## src/rtl/vpd_pkg.sv

```systemverilog
package vpd_pkg;

    localparam int WORD_W = 16;

    typedef enum logic [2:0] {
        ST_IDLE,
        ST_CSUP,
        ST_SHIFT,
        ST_CSHOLD,
        ST_GAP,
        ST_STAT,
        ST_POLL
    } vpd_state_e;

    // order matters: a store walks EWEN->WLO->WHI, a fetch walks RLO->RHI
    typedef enum logic [2:0] {
        OP_EWEN,
        OP_WLO,
        OP_WHI,
        OP_RLO,
        OP_RHI
    } vpd_op_e;

    // start bit followed by the two opcode bits
    localparam logic [2:0] HDR_READ  = 3'b110;
    localparam logic [2:0] HDR_WRITE = 3'b101;
    localparam logic [2:0] HDR_MISC  = 3'b100;

endpackage

```

## src/rtl/vpd_frame_compose.sv

```systemverilog
module vpd_frame_compose
    import vpd_pkg::*;
#(
    parameter  int EE_ABITS = 8,
    localparam int FRAME_W  = 3 + EE_ABITS + WORD_W,
    localparam int CNT_W    = $clog2(FRAME_W + 1)
) (
    input  vpd_op_e                 op,
    input  logic [EE_ABITS-1:0]     word_addr,
    input  logic [2*WORD_W-1:0]     wdata,
    output logic [FRAME_W-1:0]      frame,
    output logic [CNT_W-1:0]        nbits
);

    logic [EE_ABITS-1:0] word_addr_odd;
    assign word_addr_odd = word_addr | EE_ABITS'(1);

    always_comb begin
        frame = '0;
        nbits = CNT_W'(FRAME_W);
        unique case (op)
            OP_EWEN: begin
                frame = {HDR_MISC, 2'b11, {(EE_ABITS-2){1'b0}}, {WORD_W{1'b0}}};
                nbits = CNT_W'(3 + EE_ABITS);
            end
            OP_WLO:  frame = {HDR_WRITE, word_addr,     wdata[WORD_W-1:0]};
            OP_WHI:  frame = {HDR_WRITE, word_addr_odd, wdata[2*WORD_W-1:WORD_W]};
            OP_RLO:  frame = {HDR_READ,  word_addr,     {WORD_W{1'b0}}};
            OP_RHI:  frame = {HDR_READ,  word_addr_odd, {WORD_W{1'b0}}};
            default: frame = '0;
        endcase
    end

endmodule

```

## src/rtl/vpd_sk_shifter.sv

```systemverilog
module vpd_sk_shifter
    import vpd_pkg::*;
#(
    parameter  int FRAME_W = 27,
    parameter  int SK_HALF = 4,
    localparam int CNT_W   = $clog2(FRAME_W + 1),
    localparam int TMR_W   = (SK_HALF > 1) ? $clog2(SK_HALF) : 1
) (
    input  logic                 clk,
    input  logic                 rst_n,
    input  logic                 start,
    input  logic [FRAME_W-1:0]   frame,
    input  logic [CNT_W-1:0]     nbits,
    input  logic                 so_in,
    output logic                 sk,
    output logic                 di,
    output logic                 done,
    output logic [WORD_W-1:0]    rx_word
);

    localparam logic [TMR_W-1:0] TMR_LD = TMR_W'(SK_HALF - 1);

    typedef struct packed {
        logic                active;
        logic                sk;
        logic                done;
        logic [TMR_W-1:0]    tmr;
        logic [CNT_W-1:0]    cnt;
        logic [FRAME_W-1:0]  sh;
        logic [WORD_W-1:0]   rx;
    } shf_t;

    shf_t r_q, r_d;

    always_comb begin
        r_d      = r_q;
        r_d.done = 1'b0;
        if (!r_q.active) begin
            if (start) begin
                r_d.active = 1'b1;
                r_d.sk     = 1'b0;
                r_d.tmr    = TMR_LD;
                r_d.cnt    = nbits;
                r_d.sh     = frame;
            end
        end else if (r_q.tmr != '0) begin
            r_d.tmr = r_q.tmr - 1'b1;
        end else if (!r_q.sk) begin
            r_d.sk  = 1'b1;
            r_d.tmr = TMR_LD;
        end else begin
            // falling edge: capture EEPROM output, advance to next bit
            r_d.sk  = 1'b0;
            r_d.tmr = TMR_LD;
            r_d.rx  = {r_q.rx[WORD_W-2:0], so_in};
            r_d.sh  = r_q.sh << 1;
            r_d.cnt = r_q.cnt - 1'b1;
            if (r_q.cnt == CNT_W'(1)) begin
                r_d.active = 1'b0;
                r_d.done   = 1'b1;
            end
        end
    end

    always_ff @(posedge clk or negedge rst_n) begin
        if (!rst_n) r_q <= '0;
        else        r_q <= r_d;
    end

    assign sk      = r_q.sk;
    assign di      = r_q.active & r_q.sh[FRAME_W-1];
    assign done    = r_q.done;
    assign rx_word = r_q.rx;

    // data to the EEPROM holds while the serial clock is high
    assert_di_hold_R8: assert property (@(posedge clk) disable iff (!rst_n)
        (sk && $past(sk)) |-> $stable(di));

    // the sequencer never restarts a frame that is still shifting
    assert_start_when_free_R8: assert property (@(posedge clk) disable iff (!rst_n)
        start |-> !r_q.active);

endmodule

```

## src/rtl/vpd_eeprom_engine.sv

```systemverilog
module vpd_eeprom_engine
    import vpd_pkg::*;
#(
    parameter  int EE_ABITS = 8,
    parameter  int SK_HALF  = 200,
    parameter  int TSV_CYC  = 100,
    localparam int ADDR_W   = EE_ABITS + 1,
    localparam int DATA_W   = 2 * WORD_W
) (
    input  logic              clk,
    input  logic              rst_n,
    input  logic              cfg_addr_we,
    input  logic [ADDR_W-1:0] cfg_addr,
    input  logic              cfg_flag,
    input  logic              cfg_data_we,
    input  logic [DATA_W-1:0] cfg_data,
    output logic [ADDR_W-1:0] vpd_addr,
    output logic              vpd_flag,
    output logic [DATA_W-1:0] vpd_data,
    output logic              ee_cs,
    output logic              ee_sk,
    output logic              ee_di,
    input  logic              ee_do
);

    localparam int FRAME_W = 3 + EE_ABITS + WORD_W;
    localparam int CNT_W   = $clog2(FRAME_W + 1);
    localparam int TMR_MAX = (SK_HALF > TSV_CYC) ? SK_HALF : TSV_CYC;
    localparam int TMR_W   = $clog2(TMR_MAX + 1);
    localparam logic [TMR_W-1:0] HALF_LD = TMR_W'(SK_HALF - 1);
    localparam logic [TMR_W-1:0] TSV_LD  = TMR_W'(TSV_CYC - 1);

    typedef struct packed {
        vpd_state_e           state;
        vpd_op_e              op;
        logic [TMR_W-1:0]     tmr;
        logic [ADDR_W-1:0]    addr;
        logic                 flag;
        logic [DATA_W-1:0]    data;
        logic                 cs;
        logic                 poll_pend;
        logic                 start;
        logic [1:0]           do_sync;
    } eng_t;

    eng_t r_q, r_d;

    logic [FRAME_W-1:0] frame;
    logic [CNT_W-1:0]   nbits;
    logic               sh_done;
    logic [WORD_W-1:0]  rx_word;
    logic               do_s;
    logic               addr_lsb_unused;

    assign addr_lsb_unused = ^cfg_addr[1:0];
    assign do_s            = r_q.do_sync[1];

    vpd_frame_compose #(.EE_ABITS(EE_ABITS)) u_frame (
        .op        (r_q.op),
        .word_addr (r_q.addr[ADDR_W-1:1]),
        .wdata     (r_q.data),
        .frame     (frame),
        .nbits     (nbits)
    );

    vpd_sk_shifter #(.FRAME_W(FRAME_W), .SK_HALF(SK_HALF)) u_shift (
        .clk     (clk),
        .rst_n   (rst_n),
        .start   (r_q.start),
        .frame   (frame),
        .nbits   (nbits),
        .so_in   (do_s),
        .sk      (ee_sk),
        .di      (ee_di),
        .done    (sh_done),
        .rx_word (rx_word)
    );

    always_comb begin
        r_d         = r_q;
        r_d.start   = 1'b0;
        r_d.do_sync = {r_q.do_sync[0], ee_do};
        unique case (r_q.state)
            ST_IDLE: begin
                if (cfg_data_we) r_d.data = cfg_data;
                if (cfg_addr_we) begin
                    r_d.addr  = {cfg_addr[ADDR_W-1:2], 2'b00};
                    r_d.flag  = cfg_flag;
                    r_d.op    = cfg_flag ? OP_EWEN : OP_RLO;
                    r_d.cs    = 1'b1;
                    r_d.tmr   = HALF_LD;
                    r_d.state = ST_CSUP;
                end
            end
            ST_CSUP: begin
                if (r_q.tmr == '0) begin
                    r_d.start = 1'b1;
                    r_d.state = ST_SHIFT;
                end else begin
                    r_d.tmr = r_q.tmr - 1'b1;
                end
            end
            ST_SHIFT: begin
                if (sh_done) begin
                    if (r_q.op == OP_RLO) r_d.data[WORD_W-1:0]      = rx_word;
                    if (r_q.op == OP_RHI) r_d.data[DATA_W-1:WORD_W] = rx_word;
                    if (r_q.op == OP_WLO || r_q.op == OP_WHI) r_d.poll_pend = 1'b1;
                    r_d.tmr   = HALF_LD;
                    r_d.state = ST_CSHOLD;
                end
            end
            ST_CSHOLD: begin
                if (r_q.tmr == '0) begin
                    r_d.cs    = 1'b0;
                    r_d.tmr   = HALF_LD;
                    r_d.state = ST_GAP;
                end else begin
                    r_d.tmr = r_q.tmr - 1'b1;
                end
            end
            ST_GAP: begin
                if (r_q.tmr != '0) begin
                    r_d.tmr = r_q.tmr - 1'b1;
                end else if (r_q.poll_pend) begin
                    r_d.poll_pend = 1'b0;
                    r_d.cs        = 1'b1;
                    r_d.tmr       = TSV_LD;
                    r_d.state     = ST_STAT;
                end else if (r_q.op == OP_WHI || r_q.op == OP_RHI) begin
                    r_d.flag  = ~r_q.flag;
                    r_d.state = ST_IDLE;
                end else begin
                    r_d.op    = vpd_op_e'(r_q.op + 3'd1);
                    r_d.cs    = 1'b1;
                    r_d.tmr   = HALF_LD;
                    r_d.state = ST_CSUP;
                end
            end
            ST_STAT: begin
                if (r_q.tmr == '0) r_d.state = ST_POLL;
                else               r_d.tmr   = r_q.tmr - 1'b1;
            end
            ST_POLL: begin
                if (do_s) begin
                    r_d.cs    = 1'b0;
                    r_d.tmr   = HALF_LD;
                    r_d.state = ST_GAP;
                end
            end
            default: r_d.state = ST_IDLE;
        endcase
    end

    always_ff @(posedge clk or negedge rst_n) begin
        if (!rst_n) r_q <= '0;
        else        r_q <= r_d;
    end

    assign vpd_addr = r_q.addr;
    assign vpd_flag = r_q.flag;
    assign vpd_data = r_q.data;
    assign ee_cs    = r_q.cs;

    // serial clock pulses only inside a chip-select window
    assert_sk_needs_cs_R8: assert property (@(posedge clk) disable iff (!rst_n)
        ee_sk |-> ee_cs);

    // address register frozen during a transfer
    assert_addr_frozen_R7: assert property (@(posedge clk) disable iff (!rst_n)
        (r_q.state != ST_IDLE) |=> $stable(vpd_addr));

    // store data frozen during a store
    assert_wdata_frozen_R7: assert property (@(posedge clk) disable iff (!rst_n)
        (r_q.state != ST_IDLE && r_q.flag) |=> $stable(vpd_data));

    // flag moves only when the transfer ends
    assert_flag_flip_end_R3: assert property (@(posedge clk) disable iff (!rst_n)
        (r_q.state != ST_IDLE) |=> (vpd_flag == $past(vpd_flag)) || (r_q.state == ST_IDLE));

    // ready polling happens with chip select up and the clock parked low
    assert_poll_window_R9: assert property (@(posedge clk) disable iff (!rst_n)
        (r_q.state == ST_POLL) |-> (ee_cs && !ee_sk));

endmodule

```

## config.mk

```make
export PLATFORM = sky130hd
export DESIGN_NAME = vpd_eeprom_engine
export DESIGN_NICKNAME = d
export VERILOG_FILES = /design/src/rtl/vpd_pkg.sv /design/src/rtl/vpd_frame_compose.sv /design/src/rtl/vpd_sk_shifter.sv /design/src/rtl/vpd_eeprom_engine.sv
export SDC_FILE = /design/constraint.sdc
export NUM_CORES = 1
export LEC_CHECK = 0
export BUFFER_PORTS_ARGS = -buffer_cell sky130_fd_sc_hd__buf_2
export CAP_MARGIN = 40
export CORE_MARGIN = 3
export CORE_UTILIZATION = 56
export CTS_CLUSTER_SIZE = 12
export DETAILED_ROUTE_END_ITERATION = 6
export MAX_ROUTING_LAYER = met4
export PLACE_DENSITY = 0.81
export SETUP_SLACK_MARGIN = 0.2
export SLEW_MARGIN = 15
export SYNTH_ARGS = -nofsm -noshare
export SYNTH_HDL_FRONTEND = slang
export SYNTH_SLANG_ARGS = --single-unit
```

## constraint.sdc

```tcl
create_clock -name clk -period 5.1 [get_ports clk]
set_input_delay 0.255 -clock clk [delete_from_list [all_inputs] [get_ports clk]]
set_output_delay 0.255 -clock clk [all_outputs]
set_load 0.03 [all_outputs]
```

Word-level counts from Yosys, hierarchy flattened:

Index checks and enable logic that the tools add are counted.

* register bits after elaboration: 118
* bits of input ports: 47
* word-level logic and storage cells: 139
* RAM bits: 0
* memories: 0
* ROM bits: 0
* bits in latches: 0

* multiply operators: 0
* mux-type cells: 58
* shift operators: 0
* magnitude comparators: 0
* $add $sub $neg: 4
* equal/unequal tests: 30
* div/mod/pow operators: 0
* bitwise gates (word level): 3
* reductions and logical operators: 26

Operators with widths (number)
* $pmux W27 S5: 1
* $mux W48: 2
* $mux W40: 2
* $mux W32: 2
* $pmux W32 S2: 1
* $mux W8: 7
* $pmux W8 S6: 1
* $mux W16: 2
* $ne A2 B2 Y1 const B: 16
* $mux W24: 1
* $mux W3: 8
* $pmux W3 S7: 1
* $mux W1: 19
* $reduce_bool A8 Y1: 2
* $sub A8 B1 Y8 const B: 2
* $eq A3 B2 Y1 const B: 4
* $eq A3 B3 Y1 const B: 4
* $reduce_and A4 Y1: 3
* $reduce_and A6 Y1: 2
* $mux W11: 1
* $reduce_and A5 Y1: 2
* $logic_not A8 Y1: 1
* $mux W2: 4
* $reduce_bool A2 Y1: 4
* other kinds (22): 29

Longest topological paths before layout:

* depth after elaboration: 6
* gate-level depth with buffers: 10
* mapped depth without buffers: 7

By module:

From an unflattened synthesis, not the netlist that was laid out.

* cells, all modules: 746
* area total of the unflattened synthesis: 6812.8 um^2

By module, submodules not included
* vpd_eeprom_engine: area each 3410.8 um^2, sequential area each 1476.4 um^2, times used 1, cells an instance 392
* vpd_sk_shifter: area each 2785.2 um^2, sequential area each 1476.4 um^2, times used 1, cells an instance 270
* vpd_frame_compose: area each 616.8 um^2, sequential area each 0.0 um^2, times used 1, cells an instance 84

Worst setup path after synthesis:

Ideal clock, no wire load.

* kind: register to register
* start point: register r_q[47] (netlist bit)
* end point: register r_q[53] (netlist bit)
* data required time: 4.974 ns
* clock period less this slack: 2.028 ns
* setup time: 0.126 ns
* stages on the path, launching flop included: 9
* setup slack: 3.072 ns
* path buffers: 1
* data arrival time: 1.902 ns
* path through: dfrtp_1 > inv_1 > ha_1 > or3b_1 > buf_2 > nor3_1 > xor2_1 > a21o_1 > a221o_1

* word-level cells in the longest chain between the ends: 3
* elaborated cells between the ends (all ways): 10
* those cells by class: add/sub: 1; eq/ne: 2; mux: 4; reduce/logical: 3

RTL lines
* start: declaration: RTL line vpd_eeprom_engine.sv:46 `eng_t r_q, r_d;`
* start signal: assignment: RTL line vpd_eeprom_engine.sv:156 `else r_q <= r_d;`
* $sub A8 B1 Y8 (tied with other cells)
* $mux W8 (tied with other cells): RTL line vpd_eeprom_engine.sv:96, vpd_eeprom_engine.sv:140
* $pmux W8 S6 / $reduce_and A6 Y1 (equally long branches)

Several ways; a longest one is shown, not always the timed one. The select of a mux whose other input is x is not followed.
A chain may end at the register's enable or synchronous reset.

Worst setup path in the final report:

* start point: register r_q[59] (netlist bit)
* end point: register r_q[56] (netlist bit)

* word-level cells in the longest chain between the ends: 3
* elaborated cells between the ends (all ways): 9
* those cells by class: eq/ne: 5; mux: 1; reduce/logical: 3

RTL lines
* $eq A3 B3 Y1 / $logic_not A3 Y1 (equally long branches): RTL line vpd_eeprom_engine.sv:83 `unique case (r_q.state)`
* $ne A2 B2 Y1 (no source line) / $reduce_bool A2 Y1 (equally long branches)
* $reduce_and A5 Y1 (no source line)

Several ways; a longest one is shown, not always the timed one.

==> flow_summary.yaml <==
synth:
  synth.top_cells.by_area: "sky130_fd_sc_hd__dfrtp_1 (46%), sky130_fd_sc_hd__a21oi_1 (9.8%), sky130_fd_sc_hd__buf_4 (5.0%), sky130_fd_sc_hd__nor2_1 (4.9%), sky130_fd_sc_hd__nand2_1 (4.5%)"
  synth_top_area_frac: 0.458
  syn_area_per_cell_um2: 8.77
  synth_edf_count: 0
  netlist_instances: 735
  synth_seq_area_share: 0.458
  postSynthRegisterBits: 118
  synth_area_leader_cell: "sky130_fd_sc_hd__dfrtp_1"
  synth_cell_count_leaders: "sky130_fd_sc_hd__a21oi_1 (126), sky130_fd_sc_hd__dfrtp_1 (118), sky130_fd_sc_hd__nor2_1 (84)"
  netlist-cell-type-count: 64
  ys.flop_type: "sky130_fd_sc_hd__dfrtp_1"
  syn-cell-area_mm2: 0.00645
  yosys_warnings: 0
  synthMostInstantiatedCell: "sky130_fd_sc_hd__a21oi_1"
  synth_async_sr_flop_share: 1.00
sta:
  achievable-frequency_ghz: 0.408
  setup_tns_ns: 0
  period_share: 0.481
  final-hold-violation-count: 0
  maxSlewViolCount: 0
  timing.hold.ws_ns: 0.0744
  min_cycle_time_layout_ns: 2.45
  setup_viol: 0
  final.setup_skew_ns: 0.00649
  max_slew.worst_pin.slew_ns: 0.658
  timing.slew.headroom: 0.562
  unrepaired_setup_endpoints_after_global_routing: "no"
floorplanning:
  pin_count: 92
  die_h_um: 113
  die_area_mm2: 0.0128
  floorplan.die.width_um: 113
  core-area_mm2: 0.0110
  start_util: 0.585
  placement_rows: 38
route:
  drt_iter0_markers: 492
  wl_per_cell_um: 17.5
  route.detailed.vias_per_inst: 6.09
  routed-via-count: 5628
  drt_wl_total_mm: 16.2
  drt.antenna.violating_nets: 0
  drt_first_pass_iters: 6
  post-route-drc-count: 0
critical_path:
  required_arrival_time_at_the_worst_endpoint_ns: 5.37
  critical_path.slowest_cell: "sky130_fd_sc_hd__dfrtp_1"
  critical_path.endpoint_type: "flip-flop"
  timing.critical_path.slowest_cell_delay_ns: 0.53
  critPathKind: "flip-flop to flip-flop"
  worst_ep_arrival_time_ns: 2.72
  critical_path.max_fanout: 23
  worst-path-buf-inv: 1
  timing.critical_path.cells: "buf_4, nor2_1, and2_1, o22ai_1, a211oi_1, a21oi_1"
  critPathLaunchType: "flip-flop"
  dominant_delay_contributor_by_cell_family_on_the_critical_path: "simple AND/OR/NAND/NOR gates"
global_routing:
  track_usage: 0.268
  grt_remaining_overflow: 0
  grt_pass1_wl_mm: 26.8
  antenna_found_initial: 0
  grt_pass1_vias: 5357
  grt_max_degree: 63
cts:
  tritoncts_clock_tree: "yes"
  post_cts_resize_count: 0
  h-tree-depth: 4
  postCtsSetupBuffers: 0
  cts.reportedPaths.clkPinSlew_ns: 0.06
  clkSinkCount: 118
  cts.path.max_buffers: 2
  numCtsBuffers: 17
  worstSkewPairLatency_ns: 0.41
  clockRootBuffer: "sky130_fd_sc_hd__clkbuf_16"
pwr:
  p_leak_uw: 0.00344
  p_per_area_mw_per_mm2: 651
  ir_drop_v: 0.000521
placed_design:
  global_placer_s_final_weighted_congestion: 1.02
  numPortBuffers: 87
  dp.cells: 890
  place_hpwl_mm: 11.2
run:
  cap_violations: 0
final_layout:
  nets: 828
  antenna_cells: 0
  drive_gt1_frac: 0.200
  finish.cell_count_without_fillers: 924
  area_growth_syn_to_layout_pct: 14.6
status:
  run_status: "complete, no violations"
min_path:
  worstHoldPathType: "input port to flip-flop"
## sequential cells by signal, indices dropped and copies added, names as in the netlist
name	cells
u_shift.r_q	41
vpd_data	32
r_q	16
u_shift.rx_word	16
vpd_addr	7
do_s	1
ee_cs	1
r_d	1
u_shift.done	1
u_shift.sk	1
vpd_flag	1
## path summary, 6_finish.rpt
check | from | end | slack, ns | cells after the start
worst max register to register | r_q[59] | r_q[56] | 2.65 | 6
worst max-delay path | r_q[59] | r_q[56] | 2.65 | 6
worst min register to register | r_d[1] | do_s | 0.35 | 0
worst min-delay path | cfg_addr[3] | vpd_addr[3] | 0.07 | 2
min in group asynchronous | rst_n | u_shift.r_q[45] | 0.24 | 2
max in group asynchronous | rst_n | u_shift.r_q[49] | 4.04 | 3
## layout make-up
type                            count  area, um2
Multi-Input combinational cell    519       2950
Fill cell                         891       3640
Clock inverter                      9        145
Timing Repair Buffer              103        622
Clock buffer                       23        498
Sequential cell                   118       2950
Tap cell                          140        175
Inverter                           12       45.0
## cells in the final DEF, fill, tap and decap left out, types with 3 or more instances in the layout
cell type | netlist | routed
sky130_fd_sc_hd__or3_1 | 3 | 3
sky130_fd_sc_hd__nand2b_1 | 7 | 7
sky130_fd_sc_hd__clkbuf_8 | 0 | 5
sky130_fd_sc_hd__and2_1 | 4 | 4
sky130_fd_sc_hd__clkinv_2 | 0 | 5
sky130_fd_sc_hd__nor2_1 | 84 | 84
sky130_fd_sc_hd__inv_1 | 11 | 11
sky130_fd_sc_hd__buf_4 | 43 | 10
sky130_fd_sc_hd__nand2_1 | 78 | 78
sky130_fd_sc_hd__a21o_1 | 3 | 3
sky130_fd_sc_hd__a221o_1 | 6 | 6
sky130_fd_sc_hd__o31ai_1 | 4 | 4
sky130_fd_sc_hd__nand3_1 | 8 | 8
sky130_fd_sc_hd__bufinv_16 | 0 | 4
sky130_fd_sc_hd__a22oi_1 | 17 | 17
sky130_fd_sc_hd__o311ai_0 | 3 | 3
sky130_fd_sc_hd__o211ai_1 | 3 | 3
sky130_fd_sc_hd__nor2b_1 | 5 | 5
sky130_fd_sc_hd__nor3b_1 | 6 | 6
sky130_fd_sc_hd__nor3_1 | 44 | 44
sky130_fd_sc_hd__ha_1 | 10 | 10
sky130_fd_sc_hd__a31oi_1 | 5 | 5
sky130_fd_sc_hd__and3_1 | 17 | 17
sky130_fd_sc_hd__dfrtp_1 | 118 | 118
sky130_fd_sc_hd__mux2i_1 | 3 | 3
sky130_fd_sc_hd__buf_2 | 17 | 86
sky130_fd_sc_hd__clkbuf_16 | 0 | 17
sky130_fd_sc_hd__xor2_1 | 3 | 3
sky130_fd_sc_hd__o21ai_0 | 27 | 27
sky130_fd_sc_hd__a21oi_1 | 126 | 126
sky130_fd_sc_hd__mux2_2 | 7 | 7
sky130_fd_sc_hd__xnor2_1 | 4 | 4
## report_power, final
part	switching [uW]	internal, uW
Clock	409	878
Combinational	1220	686
Sequential	365	1260
## what timing repair did
item / in CTS / in global routing
setup endpoints to repair: 0 / 0
endpoints found under the hold margin: 12 / 0
hold buffers: 2 / 0
## cell families after synthesis
group	Yosys count	synth area share
flops	118	0.458
other cells	1	0.000582
simple gates	272	0.204
fa+ha+maj	10	0.0194
compound gates	217	0.202
xor+xnor	7	0.00951
mux	11	0.0204
buf+inv	99	0.0860
## per-layer routing
metal  wire length, um  up-vias  part of all wire  GRT usage
met1              6890     2742              0.43      0.365
met4               318        0             0.020     0.0849
li1                  -     2619                 -          -
met5                 0        -                 0          -
met3              1140       33             0.071     0.0583
met2              7800      234              0.48      0.404
## metrics by stage
| step | util | worst slack, ns | area (um2) | total power [uW] |
|---|---|---|---|---|
| after floorplan | - | 3.07 | 6450 | 3160 |
| after global routing | 0.670 | 2.47 | 7390 | 5080 |
| after CTS | 0.670 | 2.69 | 7390 | 4800 |
| after detailed placement | 0.610 | 2.71 | 6730 | 3490 |
| after global placement | 0.599 | 2.16 | 6610 | 3380 |
| final | 0.670 | 2.65 | 7390 | 4810 |
No activity file was read; power rests on OpenSTA's default activity.
